===== config.mk =====
export PLATFORM = sky130hd
export DESIGN_NAME = ea_unit
export DESIGN_NICKNAME = d
export VERILOG_FILES = /design/src/rtl/ea_pkg.sv /design/src/rtl/ea_extend.sv /design/src/rtl/ea_step_gen.sv /design/src/rtl/ea_adder3.sv /design/src/rtl/ea_unit.sv
export SDC_FILE = /design/constraint.sdc
export NUM_CORES = 1
export LEC_CHECK = 0
export ABC_AREA = 1
export ABC_CLOCK_PERIOD_IN_PS = 5250
export BUFFER_PORTS_ARGS = -buffer_cell sky130_fd_sc_hd__buf_2
export CAP_MARGIN = 5
export CORE_ASPECT_RATIO = 0.6
export CORE_MARGIN = 3
export CORE_UTILIZATION = 30
export DETAILED_ROUTE_END_ITERATION = 6
export PLACE_DENSITY = 0.47
export SLEW_MARGIN = 0
export SYNTH_ARGS = -nofsm -noshare
export SYNTH_HDL_FRONTEND = slang
export SYNTH_SLANG_ARGS = --single-unit

===== constraint.sdc =====
create_clock -name clk -period 5.25 [get_ports clk]
set_input_delay 1.575 -clock clk [delete_from_list [all_inputs] [get_ports clk]]
set_output_delay 1.575 -clock clk [all_outputs]
set_load 0.005 [all_outputs]

===== src/rtl/ea_pkg.sv =====
package ea_pkg;
  typedef enum logic [2:0] {
    AM_LIT  = 3'd0,
    AM_REG  = 3'd1,
    AM_ABS  = 3'd2,
    AM_PTR  = 3'd3,
    AM_IDX  = 3'd4,
    AM_BIX  = 3'd5,
    AM_PCR  = 3'd6,
    AM_STEP = 3'd7
  } amode_e;

  typedef enum logic [1:0] {
    SZ_BYTE = 2'd0,
    SZ_HALF = 2'd1,
    SZ_WORD = 2'd2,
    SZ_RSV  = 2'd3
  } osize_e;
endpackage


===== src/rtl/ea_extend.sv =====
module ea_extend #(
  parameter int IN_W   = 16,
  parameter int OUT_W  = 32,
  parameter bit SIGNED = 1'b1
) (
  input  logic [IN_W-1:0]  din,
  output logic [OUT_W-1:0] dout
);
  localparam int PAD_W = OUT_W - IN_W;

  generate
    if (PAD_W > 0) begin : g_pad
      logic fill;
      assign fill = SIGNED ? din[IN_W-1] : 1'b0;
      assign dout = {{PAD_W{fill}}, din};
    end else begin : g_same
      assign dout = din[OUT_W-1:0];
    end
  endgenerate
endmodule


===== src/rtl/ea_step_gen.sv =====
module ea_step_gen
  import ea_pkg::*;
#(
  parameter int ADDR_W = 32
) (
  input  logic [1:0]        op_size,
  input  logic              dec_sel,
  output logic [ADDR_W-1:0] delta
);
  logic [ADDR_W-1:0] step;

  always_comb begin
    step = '0;
    case (osize_e'(op_size))
      SZ_BYTE: step[0] = 1'b1;
      SZ_HALF: step[1] = 1'b1;
      default: step[2] = 1'b1;
    endcase
  end

  assign delta = dec_sel ? ('0 - step) : step;
endmodule


===== src/rtl/ea_adder3.sv =====
module ea_adder3 #(
  parameter int W = 32
) (
  input  logic [W-1:0] a,
  input  logic [W-1:0] b,
  input  logic [W-1:0] c,
  output logic [W-1:0] sum
);
  assign sum = a + b + c;
endmodule


===== src/rtl/ea_unit.sv =====
module ea_unit
  import ea_pkg::*;
#(
  parameter int ADDR_W = 32,
  parameter int DISP_W = 16
) (
  input  logic              clk,
  input  logic              rst,
  input  logic              req_valid,
  input  logic [2:0]        mode,
  input  logic              dec_sel,
  input  logic [1:0]        op_size,
  input  logic [ADDR_W-1:0] reg_a,
  input  logic [ADDR_W-1:0] reg_b,
  input  logic [DISP_W-1:0] disp,
  input  logic [ADDR_W-1:0] pc,
  output logic              out_valid,
  output logic [ADDR_W-1:0] ea,
  output logic              no_mem,
  output logic              is_imm,
  output logic              wb_en,
  output logic [ADDR_W-1:0] wb_val
);
  amode_e am;
  assign am = amode_e'(mode);

  logic [ADDR_W-1:0] disp_sx, disp_zx, delta, ptr_next;
  logic [ADDR_W-1:0] add_a, add_b, add_c, add_sum, ea_d;
  logic              no_mem_d, imm_d, wb_en_d;

  ea_extend #(.IN_W(DISP_W), .OUT_W(ADDR_W), .SIGNED(1'b1)) u_sx (.din(disp), .dout(disp_sx));
  ea_extend #(.IN_W(DISP_W), .OUT_W(ADDR_W), .SIGNED(1'b0)) u_zx (.din(disp), .dout(disp_zx));

  ea_step_gen #(.ADDR_W(ADDR_W)) u_step (.op_size(op_size), .dec_sel(dec_sel), .delta(delta));

  ea_adder3 #(.W(ADDR_W)) u_main_add (.a(add_a), .b(add_b), .c(add_c), .sum(add_sum));
  ea_adder3 #(.W(ADDR_W)) u_ptr_add  (.a(reg_a), .b(delta), .c('0), .sum(ptr_next));

  always_comb begin
    add_a    = '0;
    add_b    = '0;
    add_c    = '0;
    no_mem_d = 1'b0;
    imm_d    = 1'b0;
    wb_en_d  = 1'b0;
    case (am)
      AM_LIT:  begin no_mem_d = 1'b1; imm_d = 1'b1; end
      AM_REG:  no_mem_d = 1'b1;
      AM_ABS:  add_a = disp_zx;
      AM_PTR:  add_a = reg_a;
      AM_IDX:  begin add_a = reg_a; add_b = disp_sx; end
      AM_BIX:  begin add_a = reg_a; add_b = reg_b; add_c = disp_sx; end
      AM_PCR:  begin add_a = pc; add_b = disp_sx; end
      default: wb_en_d = 1'b1;
    endcase
  end

  assign ea_d = (am == AM_STEP) ? (dec_sel ? ptr_next : reg_a) : add_sum;

  always_ff @(posedge clk) begin
    if (rst) begin
      out_valid <= 1'b0;
      no_mem    <= 1'b0;
      is_imm    <= 1'b0;
      wb_en     <= 1'b0;
      ea        <= '0;
      wb_val    <= '0;
    end else begin
      out_valid <= req_valid;
      no_mem    <= req_valid & no_mem_d;
      is_imm    <= req_valid & imm_d;
      wb_en     <= req_valid & wb_en_d;
      if (req_valid) begin
        ea     <= ea_d;
        wb_val <= ptr_next;
      end
    end
  end

  logic [ADDR_W-1:0] ptr_move;
  assign ptr_move = wb_val - ea;


  req_to_valid_chk: assert property (@(posedge clk) disable iff (rst)
    req_valid |=> out_valid);


  idle_to_quiet_chk: assert property (@(posedge clk) disable iff (rst)
    !req_valid |=> !out_valid);


  wb_needs_step_chk: assert property (@(posedge clk) disable iff (rst)
    req_valid && (mode != 3'd7) |=> !wb_en);


  wb_only_valid_chk: assert property (@(posedge clk) disable iff (rst)
    wb_en |-> out_valid);


  flags_only_valid_chk: assert property (@(posedge clk) disable iff (rst)
    (no_mem || is_imm) |-> out_valid);


  imm_implies_nomem_chk: assert property (@(posedge clk) disable iff (rst)
    is_imm |-> no_mem);


  predec_match_chk: assert property (@(posedge clk) disable iff (rst)
    req_valid && (mode == 3'd7) && dec_sel |=> wb_en && (wb_val == ea));


  postinc_step_chk: assert property (@(posedge clk) disable iff (rst)
    req_valid && (mode == 3'd7) && !dec_sel |=>
      wb_en && ($countones(ptr_move) == 1) && (ptr_move <= 4));
endmodule


Word level (Yosys, flattened, before mapping):

Index checks and enable logic that the tools add are counted.
W data, S select, Z words.

* add/subtract/negate cells: 4
* eq/ne operators: 8
* multiplexer cells: 12
* bitwise logic cells: 3
* reduce and logical (&&, ||, !) cells: 7

Operators with widths (count)
* $mux W32: 4
* $add A32 B32 Y32: 3
* $pmux W32 S3: 1
* $pmux W32 S2: 1
* $eq A3 B3 Y1 const B: 4
* $reduce_or A7 Y1: 1
* $eq A3 B2 Y1 const B: 2
* $mux W1: 6
* $reduce_or A2 Y1: 3
* $sub A1 B3 Y4 const A: 1
* $and A1 B1 Y1: 3
* $eq A3 B1 Y1 const B: 1
* $logic_not A3 Y1: 1
* $reduce_or A3 Y1: 1
* $eq A2 B1 Y1 const B: 1
* $logic_not A2 Y1: 1

* bits in registers: 68
* output and inout bits: 68
* word-level logic and storage cells: 40

Longest topological paths before layout:

* word-level depth: 8
* gate-level depth with buffers: 24
* gate-level depth less buffers: 23

By module:

From an unflattened synthesis, not the netlist that was laid out.

* cells, all modules: 1921
* area, all modules: 11088.1 um^2

Modules (own cells, without submodules)
* ea_unit: instances 1, cells each 815, area each 4458.0 um^2
* ea_adder3 at u_ptr_add: instances 1, cells each 501, area each 2970.3 um^2
* ea_adder3 at u_main_add: instances 1, cells each 501, area each 2909.0 um^2
* ea_step_gen: instances 1, cells each 39, area each 266.5 um^2
* ea_extend at u_zx: instances 1, cells each 33, area each 244.0 um^2
* ea_extend at u_sx: instances 1, cells each 32, area each 240.2 um^2

Worst setup path before layout:

OpenSTA, ideal clock, no wires.

* path type: input-to-reg
* from: input mode[1]
* to: register ea[23]
* data arrival time: 4416 ps
* required time: 5141 ps
* slack: 725 ps
* stages on the path: 23
* path buffers: 1
* cells stage by stage: inv_1 nor2_1 nand2_1 inv_1 clkbuf_1 a221oi_1 fa_1 inv_1 ha_1 inv_1 fa_1 o21ai_2 nand2_1 nand2_1 nand3_1 nand2_1 nand2_1 nand2_1 nand2_1 nand3_1 nand3_1 nand2_1 inv_1

* cells in the longest elaborated chain, start to end: 6

Ends and longest elaborated chain
* start: declaration: line ea_unit.sv:10 `input logic [2:0] mode,`
* $eq A3 B3 Y1 / $eq A3 B2 Y1 (equally long branches): line ea_unit.sv:46 `case (am)`
* $reduce_or A3 Y1 (no line) / $reduce_or A2 Y1 (equally long branches)
* $pmux W32 S3 / $pmux W32 S2 (equally long branches): line ea_unit.sv:46
* $add A32 B32 Y32 (2 in series): line ea_adder3.sv:9 `assign sum = a + b + c;`
* $mux W32 *: line ea_unit.sv:58 `assign ea_d = (am == AM_STEP) ? (dec_sel ? ptr_next : reg_a) : add_sum;`
* end signal: assignment: line ea_unit.sv:66 `ea <= '0;`
* end signal: assignment: line ea_unit.sv:74 `ea <= ea_d;`
* end: declaration: line ea_unit.sv:18 `output logic [ADDR_W-1:0] ea,`

Mark *: on every way between the ends. The rest lies on a longest branch, timed or not.
A chain may end at the register's enable or synchronous reset.

Worst setup path in the final report:

* from: input mode[1]
* to: register ea[21]

The elaborated chain is that of the path after synthesis.

==> impl_metrics.py <==
metrics = {
    "cells_and_area": {
        "nFillCells": 3196,
        "drive_above_1_share_pct": 15.0,
        "final_common_cell": "nand2_1",
        "fin_nets": 1908,
        "multi_input_area_mm2": 0.00617,
        "diodes": 0,
        "area_growth_pct": 20.1,
        "final_cell_mix": "nand2_1, inv_1, buf_2",
        "seqCellArea_mm2": 0.00136,
    },
    "setup_path": {
        "crit_arrival_ns": 5.01,
        "crit_required_ns": 5.50,
        "cp.buffers_inverters": 7,
        "r2r_end": "ea[27]",
        "path_max_fanout": 28,
        "r2r_slack_ns": 4.51,
        "path_class": "in2reg",
        "path_cells": "buf_2 -> inv_1 -> nor2_1 -> nand2_1 -> inv_1 -> buf_12 -> nand2_1 -> o21ai_0 -> inv_1 -> fa_1 -> inv_1 -> ha_1 -> nand2_1 -> nor2_1 -> inv_1 -> nor2_1 -> nand4_1 -> nand3_1 -> nand2_1 -> nand3_1 -> nand2_1 -> a21oi_1 -> nor2_1",
        "reg2regPathDepth": 4,
        "startpoint_type": "input pin",
        "endpoint_kind": "flop",
        "r2r-start": "ea[27]",
        "crit_path_max_incr_delay_ns": 0.50,
        "critPathSlowestCell": "fa_1",
        "crit_family": "simple AND/OR/NAND/NOR gates",
    },
    "route": {
        "drt-pass1-iter-count": 5,
        "first_iter_violations": 745,
        "ant_nets": 0,
        "viasPerCell": 4.97,
        "drc_errors": 0,
        "wl_per_cell_um": 17.1,
        "vias": 10300,
        "wirelength_um": 35300,
    },
    "yosys": {
        "ys_seq_area_share_pct": 15.5,
        "syn_inst": 1515,
        "syn_avg_cell_area_um2": 5.81,
        "synth_top_area_share_pct": 17.4,
        "ys_top_cells_by_area": "nand2_1, dfxtp_1, inv_1",
        "synth_nets": 1730,
        "ys_seq_elements": 68,
        "syn_area_mm2": 0.00879,
        "synth_top_cell_by_area": "nand2_1",
        "synth_cell_types": 40,
        "yosysWarnings": 0,
    },
    "status": {
        "status": "completed",
    },
    "grt": {
        "grt_first_pass_wirelength_um": 54700,
        "grt_pass1_vias": 9805,
        "grt_max_degree": 63,
        "antenna_found_initial": 5,
        "overflow": 0,
        "grtUsageTotal_pct": 22.4,
    },
    "clock_tree": {
        "cts_inserted_buffers": 9,
        "path_clk_slew_ns": 0.06,
        "cts_tree": "yes",
        "clk_latency_ns": 0.36,
        "cts.sinks": 68,
        "post_cts_buffers": 0,
        "cts_root_buffer": "clkbuf_16",
        "post_cts_resized": 0,
        "htree_levels": 3,
        "ctsHoldBuffers": 0,
        "cts_max_path_buffers": 2,
    },
    "timing": {
        "min_period_ns": 4.77,
        "layout_setup_ws_ns": 0.484,
        "fin_skew_ns": 0,
        "relSlewSlack_pct": 29.7,
        "setup_viol": 0,
        "worst_pin_slew_ns": 1.05,
        "hold_viol": 0,
        "finalMaxSlewViolations": 0,
        "rsz0062_at_grt": "false",
        "fin_tns_setup_ns": 0,
        "period_share_pct": 90.8,
        "hold_slack_ns": 0.470,
        "fmax_ghz": 0.210,
    },
    "hold_path": {
        "min-delay-start": "wb_val[21]",
        "hold_path_end": "wb_val[21]",
        "hold_class": "reg2reg",
        "holdPathStages": 2,
    },
    "run": {
        "drv_cap": 0,
    },
    "placement": {
        "port_buffers": 188,
        "place_hpwl_um": 29900,
        "place_congestion": 0.942,
        "place_worst_setup_slack_ns": 0.170,
    },
    "floorplanning": {
        "initial_utilization_pct": 31.2,
        "dieArea_mm2": 0.0315,
        "dieWidth_um": 227,
        "rows": 47,
        "dieHeight_um": 139,
        "core_mm2": 0.0282,
        "num_io_pins": 189,
    },
    "power": {
        "powerDensity_mw_per_mm2": 215,
        "p_leak_uw": 0.00595,
        "ir_worst_vdd_uv": 124,
    },
}
cells in the mapped netlist (all sizes together):
library cell / instances
a22o: 7
a21o: 2
or2: 13
clkinv: 1
clkbuf: 32
xnor2: 6
xor2: 8
nand3: 118
nor3: 14
a32o: 1
o21ai: 93
nand3b: 6
o211ai: 29
a31oi: 13
nand4: 8
nor2: 144
and2: 2
a21oi: 110
buf: 12
fa: 33
nor4: 4
inv: 290
a221oi: 12
ha: 61
nand2: 415
dfxtp: 68
o21a: 2
a32oi: 2
o21bai: 6
and3: 1
o221ai: 2
logic make-up (layout without fill, tap and decap cells):
family / count (synthesis) / in the layout / synth area share [%]
AOI/OAI and AO/OA: 279 / 279 / 18.3
adders and majority gates: 94 / 94 / 16.2
DFF: 68 / 68 / 15.5
and+or+nand+nor: 725 / 725 / 34.3
xor gates and xnor gates: 14 / 14 / 1.39
buffers and inverters: 335 / 518 / 14.4
report_power, final:
part	internal, uW	total [uW]	switching (uW)
Sequential	567	600	32.8
Combinational	364	1010	646
Clock	385	657	272
registers in the layout, indices dropped and copies added (netlist names):
register / count
ea: 32
is_imm: 1
no_mem: 1
out_valid: 1
wb_en: 1
wb_val: 32
routing by layer:
layer	global-route usage, %	wire length [um]	vias up
met4	2.34	270	10
met2	32.5	14200	332
met1	33.1	17700	4659
met3	7.17	3110	33
li1	-	-	5219
met5	0	62	-
worst register-to-register path, delay by kind of cell, from the launching register on:
kind | cells | cell delay (ns)
buffers and inverters | 1 | 0.05
DFF | 1 | 0.41
and+or+nand+nor | 3 | 0.22
metrics by stage:
step	instances	power, uW	cell area, um2	utilization, %
2_1_floorplan	1515	1250	8790	-
3_3_place_gp	2049	1620	10200	36.3
3_5_place_dp	2049	1620	10200	36.3
4_1_cts	2065	2280	10600	37.4
5_1_grt	2065	2460	10600	37.4
6_report	2065	2270	10600	37.4
area by class of cell:
| type | instances | share of cell area, % |
|---|---|---|
| timing repair buffer | 211 | 11.0 |
| tap | 367 | 4.35 |
| clock buffer | 10 | 2.26 |
| multi-input combinational | 1112 | 58.4 |
| sequential | 68 | 12.9 |
| clock inverter | 6 | 0.675 |
| inverter | 291 | 10.4 |
worst max-delay path by stage:
stage | start | slack, ns | endpoint | depth (start not counted)
floorplan | mode[1] | 0.72 | ea[23] | 23
global placement | mode[0] | 0.15 | ea[21] | 21
detailed placement | mode[0] | 0.17 | ea[21] | 21
CTS | mode[0] | 0.55 | ea[21] | 21
global route | mode[1] | 0.03 | ea[21] | 23
finish | mode[1] | 0.48 | ea[21] | 23
No activity file was read; power rests on OpenSTA's default activity.
